File: config.mk
export PLATFORM = sky130hd
export DESIGN_NAME = guest_csr_router
export DESIGN_NICKNAME = d
export VERILOG_FILES = /design/src/rtl/guest_csr_router_pkg.sv /design/src/rtl/rt_priv_gate.sv /design/src/rtl/rt_sel_decode.sv /design/src/rtl/rt_rst_sync.sv /design/src/rtl/guest_csr_router.sv
export SDC_FILE = /design/constraint.sdc
export NUM_CORES = 1
export LEC_CHECK = 0
export CAP_MARGIN = 20
export CORE_AREA = 2 2 167 169
export CTS_BUF_LIST = sky130_fd_sc_hd__clkbuf_8
export DETAILED_ROUTE_END_ITERATION = 7
export DIE_AREA = 0 0 169 171
export GPL_TIMING_DRIVEN = 0
export SLEW_MARGIN = 5
export SYNTH_ARGS = -nofsm -noshare
export SYNTH_HDL_FRONTEND = slang
export SYNTH_SLANG_ARGS = --single-unit
File: constraint.sdc
create_clock -name clk -period 5.8 [get_ports clk]
set_input_delay 1.16 -clock clk [delete_from_list [all_inputs] [get_ports clk]]
set_output_delay 1.16 -clock clk [all_outputs]
set_load 0.02 [all_outputs]
File: src/rtl/guest_csr_router_pkg.sv
package guest_csr_router_pkg;

  localparam int WORD_W = 6;

  typedef enum logic [2:0] {
    CLS_DELIV  = 3'd0,
    CLS_THRESH = 3'd1,
    CLS_TOP    = 3'd2,
    CLS_PEND   = 3'd3,
    CLS_ENAB   = 3'd4
  } reg_class_e;

  localparam logic [1:0] PRIV_USER = 2'b00;
  localparam logic [1:0] PRIV_SUP  = 2'b01;
  localparam logic [1:0] PRIV_MACH = 2'b11;

  localparam int unsigned SEL_DELIV     = 32'h070;
  localparam int unsigned SEL_TOP       = 32'h071;
  localparam int unsigned SEL_THRESH    = 32'h072;
  localparam int unsigned SEL_PEND_BASE = 32'h080;
  localparam int unsigned SEL_ENAB_BASE = 32'h0C0;
  localparam int unsigned SEL_WORDS     = 32'd64;

endpackage

File: src/rtl/rt_priv_gate.sv
module rt_priv_gate
  import guest_csr_router_pkg::*;
#(
  parameter bit MACHINE_MODE = 1'b0,
  parameter int NUM_PAGES    = 4,
  parameter int GUEST_W      = 6,
  parameter int PAGE_W       = 2
) (
  input  logic [1:0]         priv,
  input  logic               virt,
  input  logic [GUEST_W-1:0] guest,
  output logic               ok,
  output logic [PAGE_W-1:0]  page
);

  logic guest_in_range;

  always_comb begin
    guest_in_range = (guest != '0) && (32'(guest) < NUM_PAGES);
    ok   = 1'b0;
    page = '0;
    if (MACHINE_MODE) begin
      ok = (priv == PRIV_MACH) && !virt;
    end else if (priv == PRIV_SUP) begin
      if (virt) begin
        ok   = guest_in_range;
        page = guest_in_range ? guest[PAGE_W-1:0] : '0;
      end else begin
        ok = 1'b1;
      end
    end
  end

endmodule

File: src/rtl/rt_sel_decode.sv
module rt_sel_decode
  import guest_csr_router_pkg::*;
#(
  parameter int SEL_W = 12
) (
  input  logic [SEL_W-1:0]  sel,
  input  logic              wide,
  output logic              ok,
  output reg_class_e        cls,
  output logic [WORD_W-1:0] word
);

  localparam logic [SEL_W-1:0] S_DELIV  = SEL_W'(SEL_DELIV);
  localparam logic [SEL_W-1:0] S_TOP    = SEL_W'(SEL_TOP);
  localparam logic [SEL_W-1:0] S_THRESH = SEL_W'(SEL_THRESH);
  localparam logic [SEL_W-1:0] S_PBASE  = SEL_W'(SEL_PEND_BASE);
  localparam logic [SEL_W-1:0] S_EBASE  = SEL_W'(SEL_ENAB_BASE);
  localparam logic [SEL_W-1:0] S_PEND_E = SEL_W'(SEL_PEND_BASE + SEL_WORDS);
  localparam logic [SEL_W-1:0] S_ENAB_E = SEL_W'(SEL_ENAB_BASE + SEL_WORDS);

  logic [SEL_W-1:0] off;

  always_comb begin
    ok   = 1'b0;
    cls  = CLS_DELIV;
    word = '0;
    off  = '0;
    if (sel == S_DELIV) begin
      ok = 1'b1;
    end else if (sel == S_TOP) begin
      ok  = 1'b1;
      cls = CLS_TOP;
    end else if (sel == S_THRESH) begin
      ok  = 1'b1;
      cls = CLS_THRESH;
    end else if (sel >= S_PBASE && sel < S_PEND_E) begin
      off  = sel - S_PBASE;
      word = off[WORD_W-1:0];
      cls  = CLS_PEND;
      ok   = !(wide && off[0]);
    end else if (sel >= S_EBASE && sel < S_ENAB_E) begin
      off  = sel - S_EBASE;
      word = off[WORD_W-1:0];
      cls  = CLS_ENAB;
      ok   = !(wide && off[0]);
    end
  end

endmodule

File: src/rtl/rt_rst_sync.sv
module rt_rst_sync #(
  parameter int STAGES = 2
) (
  input  logic clk,
  input  logic rst_n,
  output logic rst_n_sync
);

  logic [STAGES-1:0] chain;

  generate
    for (genvar g = 0; g < STAGES; g++) begin : g_stage
      always_ff @(posedge clk or negedge rst_n) begin
        if (!rst_n) chain[g] <= 1'b0;
        else        chain[g] <= (g == 0) ? 1'b1 : chain[(g == 0) ? 0 : g-1];
      end
    end
  endgenerate

  assign rst_n_sync = chain[STAGES-1];

endmodule

File: src/rtl/guest_csr_router.sv
module guest_csr_router
  import guest_csr_router_pkg::*;
#(
  parameter bit MACHINE_MODE = 1'b0,
  parameter int NUM_PAGES    = 4,
  parameter int GUEST_W      = 6,
  parameter int SEL_W        = 12,
  parameter int DATA_W       = 64,
  parameter int PAGE_W       = (NUM_PAGES > 1) ? $clog2(NUM_PAGES) : 1
) (
  input  logic               clk,
  input  logic               rst_n,
  input  logic               req_valid,
  input  logic [1:0]         req_priv,
  input  logic               req_virt,
  input  logic [GUEST_W-1:0] req_guest,
  input  logic [SEL_W-1:0]   req_sel,
  input  logic               req_wide,
  input  logic               req_we,
  input  logic [DATA_W-1:0]  req_wdata,
  input  logic [DATA_W-1:0]  req_wmask,
  output logic               fwd_valid,
  output logic [PAGE_W-1:0]  fwd_page,
  output logic [2:0]         fwd_class,
  output logic [5:0]         fwd_word,
  output logic               fwd_we,
  output logic [DATA_W-1:0]  fwd_wdata,
  output logic [DATA_W-1:0]  fwd_wmask,
  input  logic [DATA_W-1:0]  file_rdata,
  output logic               rsp_valid,
  output logic               rsp_err,
  output logic [DATA_W-1:0]  rsp_rdata
);

  logic              rst_n_sync;
  logic              gate_ok;
  logic [PAGE_W-1:0] gate_page;
  logic              sel_ok;
  reg_class_e        sel_cls;
  logic [WORD_W-1:0] sel_word;

  logic              fwd_valid_d, rsp_valid_d, rsp_err_d, load_en;
  logic              fwd_valid_q, rsp_valid_q, rsp_err_q;
  logic [PAGE_W-1:0] page_q;
  logic [2:0]        cls_q;
  logic [WORD_W-1:0] word_q;
  logic              we_q;
  logic [DATA_W-1:0] wdata_q, wmask_q;

  rt_rst_sync #(.STAGES(2)) u_rst (
    .clk        (clk),
    .rst_n      (rst_n),
    .rst_n_sync (rst_n_sync)
  );

  rt_priv_gate #(
    .MACHINE_MODE (MACHINE_MODE),
    .NUM_PAGES    (NUM_PAGES),
    .GUEST_W      (GUEST_W),
    .PAGE_W       (PAGE_W)
  ) u_gate (
    .priv  (req_priv),
    .virt  (req_virt),
    .guest (req_guest),
    .ok    (gate_ok),
    .page  (gate_page)
  );

  rt_sel_decode #(.SEL_W(SEL_W)) u_sel (
    .sel  (req_sel),
    .wide (req_wide),
    .ok   (sel_ok),
    .cls  (sel_cls),
    .word (sel_word)
  );

  always_comb begin
    rsp_valid_d = req_valid;
    fwd_valid_d = req_valid && gate_ok && sel_ok;
    rsp_err_d   = req_valid && !(gate_ok && sel_ok);
    load_en     = fwd_valid_d;
  end

  always_ff @(posedge clk or negedge rst_n_sync) begin
    if (!rst_n_sync) begin
      fwd_valid_q <= 1'b0;
      rsp_valid_q <= 1'b0;
      rsp_err_q   <= 1'b0;
    end else begin
      fwd_valid_q <= fwd_valid_d;
      rsp_valid_q <= rsp_valid_d;
      rsp_err_q   <= rsp_err_d;
    end
  end

  always_ff @(posedge clk or negedge rst_n_sync) begin
    if (!rst_n_sync) begin
      page_q  <= '0;
      cls_q   <= '0;
      word_q  <= '0;
      we_q    <= 1'b0;
      wdata_q <= '0;
      wmask_q <= '0;
    end else if (load_en) begin
      page_q  <= gate_page;
      cls_q   <= sel_cls;
      word_q  <= sel_word;
      we_q    <= req_we;
      wdata_q <= req_wdata;
      wmask_q <= req_wmask;
    end
  end

  assign fwd_valid = fwd_valid_q;
  assign fwd_page  = page_q;
  assign fwd_class = cls_q;
  assign fwd_word  = word_q;
  assign fwd_we    = we_q && fwd_valid_q;
  assign fwd_wdata = wdata_q;
  assign fwd_wmask = wmask_q;
  assign rsp_valid = rsp_valid_q;
  assign rsp_err   = rsp_err_q;
  assign rsp_rdata = fwd_valid_q ? file_rdata : '0;

endmodule

Yosys cells after proc, flatten, opt, wreduce, memory -nomap -nowiden
Index checks and enable logic that the tools add are counted.
- muxes and demuxes: 21
- reduce and logical (&&, ||, !) cells: 14
- $add $sub $neg: 2
- order comparisons: 5
- equal/unequal tests: 4
- operators with widths (kind ; count):
    64-bit two-way mux ; 1
    12-bit by 7-bit equality test with 1-bit output, second input constant ; 3
    6-bit two-way mux ; 5
    12-bit by 8-bit >= comparator with 1-bit output, second input constant ; 2
    3-bit two-way mux ; 5
    12-bit by 8-bit less-than comparator with 1-bit output, second input constant ; 1
    12-bit by 9-bit less-than comparator with 1-bit output, second input constant ; 1
    6-bit by 1-bit subtractor with 6-bit output, second input constant ; 2
    1-bit logical AND ; 10
    1-bit two-way mux ; 7
    6-bit by 3-bit less-than comparator with 1-bit output, second input constant ; 1
    2-bit two-way mux ; 3
    6-bit nonzero test ; 1
    1-bit logical NOT ; 3
    2-bit by 1-bit equality test with 1-bit output, second input constant ; 1
- bits in registers: 145
- logic and storage cells: 57

Depth between registers and ports, before layout
- depth after elaboration: 11
- depth in mapped cells: 7

Modules after synthesis
A second synthesis with hierarchy kept.
- cell total of the unflattened synthesis: 405
- area, all modules: 6391.1 um^2
- modules (own cells, without submodules) (module ; times used ; cells each ; area each (um^2)):
    guest_csr_router ; 1 ; 373 ; 6088.3
    rt_sel_decode ; 1 ; 22 ; 181.4
    rt_priv_gate ; 1 ; 7 ; 67.6
    rt_rst_sync ; 1 ; 3 ; 53.8

Worst setup path after synthesis
Ideal clock, no wire load.
- kind: input to register
- start: in req_guest[3]
- end: reg cls_q[0] (netlist: fwd_class[0])
- slack: 2629 ps
- cell stages on the path: 7
- data required time: 5675 ps
- arrival: 3046 ps
- path buffers: 2
- path through: or4_4 > o21ai_2 > or4b_4 > clkinv_2 > buf_12 > buf_12 > mux2_4
- longest elaborated chain between the ends: 6
- ends and longest elaborated chain (what ; line ; RTL):
    start, declared ; guest_csr_router.sv:16 ; input logic [GUEST_W-1:0] req_guest,
    6-bit by 3-bit less-than comparator with 1-bit output or 6-bit nonzero test (tied branches) ; rt_priv_gate.sv:19 ; guest_in_range = (guest != '0) && (32'(guest) < NUM_PAGES);
    1-bit logical AND (*) ; rt_priv_gate.sv:19 ;
    1-bit two-way mux (*) ; rt_priv_gate.sv:25 ; if (virt) begin
    1-bit two-way mux (*) ; rt_priv_gate.sv:24 ; end else if (priv == PRIV_SUP) begin
    1-bit logical AND (*) (2 in a row) ; guest_csr_router.sv:79 ; fwd_valid_d = req_valid && gate_ok && sel_ok;
    end signal, assigned ; guest_csr_router.sv:106 ; cls_q <= sel_cls;
    end, declared ; guest_csr_router.sv:45 ; logic [2:0] cls_q;
Mark *: on every way between the ends. The rest lies on a longest branch, timed or not.
A chain may end at the register's enable or synchronous reset.

Worst setup path after layout
- start: reg fwd_valid_q (netlist: fwd_valid)
- end: out rsp_rdata[19]
- longest elaborated chain between the ends: 1
- ends and longest elaborated chain (what ; line ; RTL):
    start, declared ; guest_csr_router.sv:43 ; logic fwd_valid_q, rsp_valid_q, rsp_err_q;
    start signal, assigned ; guest_csr_router.sv:90 ; fwd_valid_q <= fwd_valid_d;
    64-bit two-way mux ; guest_csr_router.sv:123 ; assign rsp_rdata = fwd_valid_q ? file_rdata : '0;
    end, declared ; guest_csr_router.sv:32 ; output logic [DATA_W-1:0] rsp_rdata
Every way passes these cells.

==> key figures <==
Routing
  – Drt initial violations: 177
  – Vias per cell: 4.10
  – Via count: between 5,000 and 6,000
  – Wire per inst: a little under 20 um
  – 1st-pass router iterations: 4
  – Drt drc: 0
  – Post-route ant nets: 0
  – Aggregate routed wire length: 23,600 um

Synth
  – Post-Syn Instances: 416
  – Adder-Cell Fraction of Synth Area: 0%
  – Simple-gate share of the synthesized area: approximately 8.8%
  – Post-synth ARST share: 100%
  – Synth Net Count: around 630
  – Leading register cell type out of synthesis: dfrtp_1
  – Yosys top cell area share: between 50 and 60%
  – Xor and xnor area share after synthesis: 0%
  – Synth Cell Area: around 6500 um^2
  – Seq/Total Area, Yosys: a little under three fifths
  – Synth top area cells: dfrtp_1 56%, mux2_4 23%, and2_1 6.4%, mux2_2 4.8%, buf_12 3.4%
  – Synth area leader: dfrtp_1
  – Compound-Gate Fraction of Synth Area: roughly 1.3%
  – FF+latch count, synth: 145
  – Mux share of post-synthesis cell area: between 20% and 30%
  – Main combinational cell family by area after synthesis: multiplexers
  – Synth Area per Inst: around 16 um^2
  – Ys Warns: 0
  – Post-synth EDFFs: 0
  – Post-synth cell types: 33

Timing
  – Final setup vio count: 0
  – Tcrit/Tclk final: between 60 and 70%
  – Fin. max-slew vios: 0
  – Worst hold slack: roughly 310 ps
  – Crit path time final: approximately 3700 ps
  – Headroom to the max-slew limit: about 59%
  – Final worst setup slack: just over 2000 ps
  – Peak Freq: ~270 MHz
  – RSZ-0062 raised after global routing: no
  – Setup Skew: approximately 16 ps
  – Worst slew pin tran: a little over 600 ps
  – Hold Vio Cnt, Final: 0

Finish
  – Design Area, Final: approximately 12,000 um^2
  – Area Growth Syn to Fin: 79.3%
  – Layout Nets: approximately 1,100
  – Share of cells above drive strength 1: a little over a fifth
  – # fillers: approximately 2,500

Worst setup path
  – Cell repeated most along the worst path: clkbuf_1
  – Delay of the slowest cell on the worst path: around 740 ps
  – Type of origin of the critical path: flip-flop
  – Setup Crit Path Kind: flip-flop to primary output
  – Crit. End Element: primary output
  – Crit-path max FO: 10
  – WP data required: ~4600 ps
  – Crit-path cells: clkbuf_1 > clkbuf_1 > and2_1 > clkdlybuf4s50_1
  – Critical path's slowest cell: clkdlybuf4s50_1
  – R2R cell count: 1
  – Data arrival time of the worst path: between 2000 and 3000 ps

Floorplan
  – Site Rows: 61
  – Starting Density: a little under a quarter
  – Top Ports: between 400 and 500
  – Die span in x: around 170 um
  – Floorplan core area: roughly 27,000 um^2
  – Die H: ~170 um
  – Die ar.: ~29,000 um^2

Placement
  – Gpl congestion: 0.809
  – Placed wire-length estimate: 18,400 um
  – Placed inst area: 11,200 um^2
  – Setup WS pre-CTS: approximately 1900 ps
  – PortBufs: between 400 and 500

Global routing
  – Initial antenna violation count: 3
  – Tot GR Track Use: between 10% and 20%
  – First-pass GRT wire length: 33,600 um
  – Congestion Overflow GR: 0
  – Number of global-route vias before repair: about 5,300
  – Largest net degree at the start of global routing: 57

Pwr
  – Power after layout: approximately 2.3 mW
  – Static Leak: 5.01 nW
  – Peak VDD IR: 0.000128 V
  – PD cells: 199 nW/um^2

Clock network
  – Max clock buf depth: 2
  – CTS resizes: 0
  – CTS tree: yes
  – Clock slew seen by the registers of the worst setup and hold paths: about 100 ps
  – Root Buffer Master: clkbuf_8
  – Num Clock Sinks: about 150
  – Setup bufs post-CTS: 0
  – CTS Buf Count: 17
  – Worst-Skew Late Latency: 450 ps
  – # H-tree levels: 4
  – CTS Hold Bufs: 0

Worst hold path
  – Tightest Hold Check Type: flip-flop to async pin

Outcome
  – Status: complete, no violations

Flow run
  – Max Cap Viol: 0
==> cells by family after synthesis <==
family / after synthesis
other: 1
AND/OR/NAND/NOR: 93
AO/OA/AOI/OAI: 11
multiplexers: 136
buffers and inverters: 30
flip-flops: 145
==> final timing paths <==
kind,start,end,slack (ps)
max,fwd_valid,rsp_rdata[19],2060
min,u_rst.rst_n_sync,fwd_wdata[24],310
max reg2reg,u_rst.rst_n_sync,fwd_wmask[52],4800
min reg2reg,u_rst.rst_n_sync,fwd_wdata[24],310
max in group asynchronous,rst_n,u_rst.rst_n_sync,4790
min in group clk,u_rst.chain[0],u_rst.rst_n_sync,360
==> per-layer routing <==
layer | GRT usage (%) | part of all wire [%]
met4 | 6.80 | 2.6
met2 | 28.2 | 53
met5 | 0 | 0
met1 | 17.2 | 37
met3 | 5.04 | 7.7
==> final cells by class <==
| class | instances | area, um^2 | share of cell area [%] |
|---|---|---|---|
| repair buffers | 426 | 4300 | 36.8 |
| flip-flops and latches | 145 | 3630 | 31.1 |
| multi-input cells | 241 | 2560 | 22.0 |
| well taps | 346 | 433 | 3.71 |
| plain buffers | 23 | 292 | 2.50 |
| clock buffers | 17 | 234 | 2.00 |
| clock inverters | 15 | 188 | 1.61 |
| inverters | 7 | 27.5 | 0.236 |
| diodes | 3 | 7.51 | 0.0643 |
==> metrics by stage <==
stage          util (%)  setup TNS (ps)  cells
2_1_floorplan         -               0    416
3_3_place_gp       41.0         -103120   1186
3_5_place_dp       41.2               0   1188
4_1_cts            42.7               0   1220
5_1_grt            42.7               0   1223
6_report           42.7               0   1223
==> sequential cells by signal, summed over array words and instances (netlist names) <==
signal and flops:
fwd_page 2, fwd_class 3, we_q 1, fwd_valid 1, fwd_wdata 64, rsp_err 1, rsp_valid 1, fwd_word 6
fwd_wmask 64, u_rst.chain 1, u_rst.rst_n_sync 1
==> cell usage after synthesis (all sizes together), types with 3 or more instances <==
cell type  number
dfrtp         145
mux2          130
and2           67
buf            15
nand2          11
clkbuf          8
inv             6
mux2i           6
nor2b           3
==> critical path, delay by kind of cell (launching register included) <==
kind                   cells  cell delay [ps]
buffers and inverters      3             1540
and+or+nand+nor            1              170
DFF                        1              430
==> power by group <==
| group | internal, mW | switching, mW |
|---|---|---|
| Clock | 0.371 | 0.495 |
| Sequential | 1.05 | 0.0294 |
| Combinational | 0.250 | 0.132 |
| Total | 1.67 | 0.656 |
==> placed cells by master, fill, tap and decap left out, drive strengths merged, types with 3 or more instances in the layout <==
cell type,netlist,layout
clkdlybuf4s50,0,424
dfrtp,145,145
mux2,130,130
and2,67,67
clkbuf,8,25
buf,15,17
inv,6,14
nand2,11,11
mux2i,6,6
clkinv,1,5
diode,0,3
nor2b,3,3
(Power assumes the default switching activity.)
